==> src/rtl/fpcmp_pkg.sv <==
package fpcmp_pkg;

   // operand class
   typedef enum logic [2:0] {
      FK_ZERO   = 3'd0,
      FK_SUBN   = 3'd1,
      FK_NORM   = 3'd2,
      FK_INF    = 3'd3,
      FK_QNAN   = 3'd4,
      FK_SNAN   = 3'd5
   } fp_kind_e;

   // condition code, MSB first: less, greater, equal, unordered
   typedef struct packed {
      logic lt;
      logic gt;
      logic eq;
      logic un;
   } fp_cc_t;

   localparam int CC_W = 4;

   localparam fp_cc_t CC_EQUAL = '{lt: 1'b0, gt: 1'b0, eq: 1'b1, un: 1'b0};

   function automatic logic kind_is_nan(input fp_kind_e k);
      return (k == FK_QNAN) || (k == FK_SNAN);
   endfunction

endpackage

==> src/rtl/fpcmp_classify.sv <==
module fpcmp_classify
   import fpcmp_pkg::*;
#(
   parameter int EXP_W  = 11,
   parameter int FRAC_W = 52,
   localparam int OP_W  = 1 + EXP_W + FRAC_W,
   localparam int MAG_W = OP_W - 1
) (
   input  logic [OP_W-1:0]  op,
   output fp_kind_e         kind,
   output logic             sign,
   output logic [MAG_W-1:0] mag
);

   logic [EXP_W-1:0]  exp_f;
   logic [FRAC_W-1:0] frac_f;
   logic              exp_ones;
   logic              exp_nil;
   logic              frac_nil;

   assign sign     = op[OP_W-1];
   assign mag      = op[MAG_W-1:0];
   assign exp_f    = op[MAG_W-1 -: EXP_W];
   assign frac_f   = op[FRAC_W-1:0];
   assign exp_ones = &exp_f;
   assign exp_nil  = ~|exp_f;
   assign frac_nil = ~|frac_f;

   always_comb begin
      if (exp_ones) begin
         if (frac_nil)
            kind = FK_INF;
         else if (frac_f[FRAC_W-1])
            kind = FK_QNAN;
         else
            kind = FK_SNAN;
      end else if (exp_nil) begin
         kind = frac_nil ? FK_ZERO : FK_SUBN;
      end else begin
         kind = FK_NORM;
      end
   end

endmodule

==> src/rtl/fpcmp_decide.sv <==
module fpcmp_decide
   import fpcmp_pkg::*;
#(
   parameter int MAG_W = 63
) (
   input  fp_kind_e         kind_a,
   input  fp_kind_e         kind_b,
   input  logic             sign_a,
   input  logic             sign_b,
   input  logic [MAG_W-1:0] mag_a,
   input  logic [MAG_W-1:0] mag_b,
   input  logic             ordered,
   input  logic             inv_en,
   output fp_cc_t           cc,
   output logic             snan_hit,
   output logic             inv_cmp
);

   logic any_nan;
   logic any_snan;
   logic any_qnan;
   logic both_zero;
   logic a_smaller;

   assign any_nan   = kind_is_nan(kind_a) || kind_is_nan(kind_b);
   assign any_snan  = (kind_a == FK_SNAN) || (kind_b == FK_SNAN);
   assign any_qnan  = (kind_a == FK_QNAN) || (kind_b == FK_QNAN);
   assign both_zero = (kind_a == FK_ZERO) && (kind_b == FK_ZERO);
   assign a_smaller = mag_a < mag_b;

   always_comb begin
      cc       = '0;
      snan_hit = 1'b0;
      inv_cmp  = 1'b0;
      if (any_nan) begin
         cc.un    = 1'b1;
         snan_hit = any_snan;
         inv_cmp  = ordered && (inv_en || any_qnan);
      end else if (both_zero) begin
         cc.eq = 1'b1;
      end else if (sign_a != sign_b) begin
         cc.lt = sign_a;
         cc.gt = ~sign_a;
      end else if (mag_a == mag_b) begin
         cc.eq = 1'b1;
      end else if (a_smaller ^ sign_a) begin
         cc.lt = 1'b1;
      end else begin
         cc.gt = 1'b1;
      end
   end

endmodule

==> src/rtl/fpcmp_unit.sv <==
module fpcmp_unit
   import fpcmp_pkg::*;
#(
   parameter int EXP_W  = 11,
   parameter int FRAC_W = 52,
   localparam int OP_W  = 1 + EXP_W + FRAC_W,
   localparam int MAG_W = OP_W - 1
) (
   input  logic            clk,
   input  logic            rst_n,
   input  logic            req_vld,
   input  logic [OP_W-1:0] opnd_a,
   input  logic [OP_W-1:0] opnd_b,
   input  logic            ordered,
   input  logic            inv_en,
   output logic            rsp_vld,
   output logic [CC_W-1:0] cc,
   output logic            flg_snan,
   output logic            flg_inv_cmp
);

   if (EXP_W < 2) begin : g_bad_exp
      $fatal(1, "fpcmp_unit: EXP_W must be at least 2");
   end
   if (FRAC_W < 2) begin : g_bad_frac
      $fatal(1, "fpcmp_unit: FRAC_W must be at least 2");
   end

   logic [OP_W-1:0]  ops  [2];
   fp_kind_e         kind [2];
   logic             sgn  [2];
   logic [MAG_W-1:0] mag  [2];

   assign ops[0] = opnd_a;
   assign ops[1] = opnd_b;

   for (genvar gi = 0; gi < 2; gi++) begin : g_cls
      fpcmp_classify #(
         .EXP_W  (EXP_W),
         .FRAC_W (FRAC_W)
      ) cls_i (
         .op   (ops[gi]),
         .kind (kind[gi]),
         .sign (sgn[gi]),
         .mag  (mag[gi])
      );
   end

   fp_cc_t cc_d;
   logic   snan_d;
   logic   inv_d;

   fpcmp_decide #(
      .MAG_W (MAG_W)
   ) dec_i (
      .kind_a   (kind[0]),
      .kind_b   (kind[1]),
      .sign_a   (sgn[0]),
      .sign_b   (sgn[1]),
      .mag_a    (mag[0]),
      .mag_b    (mag[1]),
      .ordered  (ordered),
      .inv_en   (inv_en),
      .cc       (cc_d),
      .snan_hit (snan_d),
      .inv_cmp  (inv_d)
   );

   fp_cc_t cc_q;
   logic   snan_q;
   logic   inv_q;
   logic   vld_q;

   always_ff @(posedge clk or negedge rst_n) begin
      if (!rst_n) begin
         vld_q  <= 1'b0;
         cc_q   <= CC_EQUAL;
         snan_q <= 1'b0;
         inv_q  <= 1'b0;
      end else begin
         vld_q <= req_vld;
         if (req_vld) begin
            cc_q   <= cc_d;
            snan_q <= snan_d;
            inv_q  <= inv_d;
         end
      end
   end

   assign rsp_vld     = vld_q;
   assign cc          = cc_q;
   assign flg_snan    = snan_q;
   assign flg_inv_cmp = inv_q;

endmodule

==> config.mk <==
export PLATFORM = sky130hd
export DESIGN_NAME = fpcmp_unit
export DESIGN_NICKNAME = d
export VERILOG_FILES = /design/src/rtl/fpcmp_pkg.sv /design/src/rtl/fpcmp_classify.sv /design/src/rtl/fpcmp_decide.sv /design/src/rtl/fpcmp_unit.sv
export SDC_FILE = /design/constraint.sdc
export NUM_CORES = 1
export LEC_CHECK = 0
export BUFFER_PORTS_ARGS = -buffer_cell sky130_fd_sc_hd__buf_2
export CAP_MARGIN = 20
export CORE_UTILIZATION = 33
export CTS_BUF_LIST = sky130_fd_sc_hd__clkbuf_16
export DETAILED_ROUTE_END_ITERATION = 7
export GPL_ROUTABILITY_DRIVEN = 0
export SYNTH_ARGS = -nofsm -noshare
export SYNTH_HDL_FRONTEND = slang
export SYNTH_SLANG_ARGS = --single-unit
==> constraint.sdc <==
create_clock -name clk -period 1.4 [get_ports clk]
set_input_delay 0.21 -clock clk [delete_from_list [all_inputs] [get_ports clk]]
set_output_delay 0.21 -clock clk [all_outputs]
set_load 0.02 [all_outputs]
**Word level (Yosys, flattened, before mapping)**

Index checks and enable logic that the tools add are counted.

- $lt $le $gt $ge: 1
- Equal/unequal tests: 6
- Mux-type cells: 22
- Bitwise logic cells: 2
- Reductions and logical operators: 16

Operators by type and width:

| cell | number |
|---|---|
| OR reduction 52 bit | 2 |
| == test 63 bit | 1 |
| less-than comparator 63 bit | 1 |
| AND reduction 11 bit | 2 |
| OR reduction 11 bit | 2 |
| two-way mux 3 bit | 7 |
| == test 3 bit (second input constant) | 4 |
| two-way mux 1 bit | 12 |
| zero test 3 bit | 2 |
| logical OR 1 bit | 6 |
| two-way mux 2 bit | 3 |
| logical AND 1 bit | 2 |
| inequality test 1 bit | 1 |
| inverter 1 bit | 1 |
| bitwise XOR 1 bit | 1 |

- Register bits after elaboration: 7
- Input bits: 133
- Output and inout bits: 7
- Word-level logic and storage cells: 54

**Depth between registers and ports, before layout**

- Word-level depth: 9
- Mapped depth: 9
- Gate-level depth less buffers: 9

**Modules after synthesis**

Synthesis repeated with hierarchy kept, for this count alone.

- Cell total of the unflattened synthesis: 455
- Area, all modules: 3399.5 µm²

Modules (own cells, without submodules):

| module | instances | cells an instance | area each (µm²) | sequential area each (µm²) |
|---|---|---|---|---|
| fpcmp_decide | 1 | 253 | 1742.9 | 0.0 |
| fpcmp_classify | 2 | 94 | 689.4 | 0.0 |
| fpcmp_unit | 1 | 14 | 277.8 | 176.4 |

**Worst setup path after synthesis**

No wires, ideal clock.

- Path kind: input-to-reg
- Start: input opnd_b[62]
- End: register cc_q (netlist bit cc[3])
- Setup time: 124 ps
- Data arrival time: 1802 ps
- Required time: 1276 ps
- Setup slack: -526 ps
- Cell stages on the path: 8
- Buffers on the path: 0
- Cells stage by stage: inv_1 -> ha_1 -> nand4_1 -> nor4_4 -> nand4_1 -> o21ai_0 -> a211oi_2 -> a211o_1

- Longest elaborated chain between the ends: 7
- Elaborated cells between the ends (all ways): 18
- Those cells by class: order compare: 1; eq/ne: 3; mux: 7; bitwise: 1; reduce/logical: 6

RTL lines:

| what | RTL line | RTL |
|---|---|---|
| from (decl) | fpcmp_unit.sv:13 | `input logic [OP_W-1:0] opnd_b,` |
| less-than comparator 63 bit or OR reduction 11 bit (tied branches) | fpcmp_decide.sv:29, fpcmp_classify.sv:26 |  |
| bitwise XOR 1 bit or two-way mux 3 bit (tied branches) | fpcmp_decide.sv:46, fpcmp_classify.sv:37 |  |
| two-way mux 1 bit or two-way mux 3 bit (tied branches) | fpcmp_decide.sv:46, fpcmp_classify.sv:30 |  |
| two-way mux 2 bit, or another cell as far along | fpcmp_decide.sv:44 | `end else if (mag_a == mag_b) begin` |
| two-way mux 2 bit, or another cell as far along | fpcmp_decide.sv:41 | `end else if (sign_a != sign_b) begin` |
| two-way mux 2 bit or logical OR 1 bit (tied branches) | fpcmp_decide.sv:39, fpcmp_decide.sv:25 |  |
| two-way mux 3 bit * | fpcmp_decide.sv:35 | `if (any_nan) begin` |
| to (signal assigned) | fpcmp_unit.sv:77 | `cc_q <= CC_EQUAL;` |
| to (signal assigned) | fpcmp_unit.sv:83 | `cc_q <= cc_d;` |
| to (decl) | fpcmp_unit.sv:69 | `fp_cc_t cc_q;` |

Mark *: on every way between the ends. The rest lies on a longest branch, timed or not.
A chain may end at the register's enable or synchronous reset.

**Worst setup path in the final report**

Same ends and word-level chain as after synthesis.

==> key figures <==
Synth
  – Synthesis Warnings: 0
  – Post-Synthesis Cell Area: 2340 um2
  – Yosys cell types: 40
  – Net Count, Synth: 516
  – Asr flop ratio synth: 100%
  – Synth Instances: 320
  – Seq/Total Area, Yosys: 7.55%
  – Main synth FF type: dfrtp_1
  – EDFF count, synth: 0
  – Yosys reg bits: 7
  – Synthesized area per cell: 7.30 um2

Global routing
  – Vias in the first global route: 3,281
  – GRT Residual Overflow: 0
  – Total global-route track usage: 24.6%
  – Largest net degree at the start of global routing: 10
  – Initial antenna violation count: 0
  – First-pass GRT wire length: 14.6 mm

Placed design
  – DP Cell Count: 631
  – DP Wirelength: 7.66 mm
  – Buffers on Ports: 139
  – Post-place instance area: 4010 um2

Clock tree
  – Max clock buf depth: 2
  – H-tree levels: 1
  – CTS tree: done
  – Clock sinks: 7
  – Clk root buf: clkbuf_16
  – Total CTS buffers: 3
  – CTS clk-pin slew, worst paths: 0.04 ns
  – Clk Latency, worst-skew pair: 0.23 ns

Detailed routing
  – DR iter-0 viols: 63
  – # DRC: 0
  – Post-DR wirelength/cell: 15.1 um
  – Routed Antenna Nets: 0
  – Met3 Wirelength: 365 um
  – WL met2: 5.05 mm
  – Top Metal Used: met4
  – 1st-pass router iterations: 4
  – Met1 Wirelength: 4.17 mm
  – Vias per cell: 5.11
  – Final WL: 9.82 mm
  – Via count: 3,316

Layout
  – Fin area: 4820 um2
  – Share of cells above drive strength 1: 59.1%
  – Fin cells: 649
  – Nets: 749
  – Fill count: 542
  – Reg area: 176 um2
  – Commonest non-fill, non-tap cell in the layout: buf_2
  – Most frequent cells in the layout: buf_2 (109), buf_4 (82), inv_1 (53)
  – Multi-input logic area: 2550 um2
  – Area Overhead vs Synth: 106%

Power
  – PwrDens: 408 nW/um2
  – Peak supply drop: 399 uV
  – Seq pwr share: 11.5%
  – Switching share of power: 37.2%
  – Pleak: 2.37 nW
  – Total power: 1.97 mW
  – Clock power frac: 25.6%
  – Power Internal: 1.24 mW
  – Net switching power: 731 uW
  – Logic gate share of total power: 62.9%

Critical path
  – Kind of critical path: in -> reg
  – Worst path required time: 1.52 ns
  – CP delay by family, top: simple AND/OR/NAND/NOR gates
  – CP max FO: 5
  – CP max stage delay: 0.43 ns
  – CP max-delay cell: nor4_4
  – CP Cell Sequence: buf_6 -> inv_2 -> ha_4 -> nand4_1 -> nor4_4 -> buf_4 -> a41oi_2 -> nor3b_4 -> a211o_1
  – Type of origin of the critical path: primary input
  – CP bufs+invs: 3
  – Crit path arrival time: 2.02 ns
  – Critical path endpoint category: register

Timing
  – Max-slew headroom: 76.3%
  – Peak Freq: 0.524 GHz
  – Final Max Tran Viols: 0
  – Setup slack after layout: -0.507 ns
  – Final setup fails: 6
  – WHS: 0.262 ns
  – Period utilization: 136%
  – Clock skew: 0 ns
  – Worst-margin pin slew: 0.352 ns
  – Final Hold Fails: 0
  – Unrepaired setup endpoints after global routing: yes
  – Minimum clock period after layout: 1.91 ns

Run status
  – Failing checks: negative setup slack
  – Run status: finished, violations left

Floorplan
  – Die area: 7420 um2
  – Rows: 30
  – Top Ports: 140
  – Starting Density: 34.2%
  – Die height: 86.1 um
  – Core Box Area: 6830 um2
  – Chip Width: 86.1 um

Min path
  – Hold crit path type: in -> reg

Flow run
  – Maxcap violations: 0
[state kept, by name (all words and copies together) (netlist names)]
signal / count
cc: 4
flg_inv_cmp: 1
flg_snan: 1
rsp_vld: 1
[worst reg2reg max path, delay by kind of cell, from the launching register on]
kind / cells / cell delay (ns)
DFF: 1 / 0.38
AOI/OAI and AO/OA: 1 / 0.26
and+or+nand+nor: 1 / 0.14
[what timing repair did]
action,in CTS,in global routing
gates resized for setup,60,60
hold buffers,1,0
pin swaps,30,31
buffers inserted,11,2
setup endpoints to repair,6,6
endpoints found under the hold margin,6,0
[worst paths after layout]
kind | slack [ns] | startpoint | cells after the start | end
max in group asynchronous | 0.79 | rst_n | 2 | cc[1]
max | -0.51 | opnd_b[62] | 9 | cc[3]
min reg2reg | 0.49 | cc[1] | 2 | cc[1]
min | 0.26 | ordered | 3 | flg_inv_cmp
min in group asynchronous | 0.38 | rst_n | 2 | flg_inv_cmp
max reg2reg | 0.51 | cc[3] | 2 | cc[3]
[power by group through the flow]
stage | logic (mW) | clock network [mW] | registers (mW)
6_report | 1.24 | 0.503 | 0.226
5_1_grt | 1.35 | 0.518 | 0.226
4_1_cts | 1.12 | 0.492 | 0.225
3_5_place_dp | 1.01 | 0 | 0.227
3_3_place_gp | 0.990 | 0 | 0.227
2_1_floorplan | 0.429 | 0 | 0.245
[cell type report]
class | count | share of cell area, %
clock buffers | 3 | 1.56
repair buffers | 229 | 33.2
inverters | 71 | 6.10
flip-flops and latches | 7 | 3.66
well taps | 96 | 2.49
clock inverters | 1 | 0.0779
multi-input cells | 241 | 52.9
diodes | 1 | 0.0519
[layer usage]
layer  track usage [%]  vias to the layer above
met5                 0                        -
met4              6.21                        0
met3              2.69                       23
met2              46.7                      104
met1              29.1                     1523
li1                  -                     1666
[cell usage after synthesis (3+ instances only)]
library cell | instances | area, um2
a21oi_1 | 29 | 145
a221oi_1 | 3 | 26.3
dfrtp_1 | 6 | 150
ha_1 | 63 | 788
inv_1 | 71 | 267
nand2_1 | 16 | 60.1
nand3_1 | 9 | 45.0
nand4_1 | 28 | 175
nor2_1 | 9 | 33.8
nor3_1 | 6 | 30.0
nor4_1 | 33 | 206
nor4_4 | 3 | 63.8
o21a_1 | 3 | 22.5
o21ai_0 | 11 | 55.1
[cells by family (layout without fill, tap and decap cells)]
| kind of cell | after synthesis | after routing | share of synthesized area [%] |
|---|---|---|---|
| compound gates | 63 | 63 | 16.9 |
| simple gates | 114 | 114 | 29.8 |
| fa+ha+maj | 63 | 63 | 33.7 |
| other cells | 0 | 1 | 0 |
| xor+xnor | 1 | 1 | 0.375 |
| flops | 7 | 7 | 7.55 |
| buf+inv | 72 | 304 | 11.6 |
[through the flow]
step	utilization (%)	TNS, ns	setup WS, ns
6_report	70.5	-1.96	-0.507
5_1_grt	70.5	-2.45	-0.598
3_3_place_gp	58.6	-4.20	-0.807
3_5_place_dp	58.6	-4.37	-0.850
4_1_cts	66.2	-2.14	-0.451
2_1_floorplan	-	-1.17	-0.453
(Power assumes the default switching activity.)
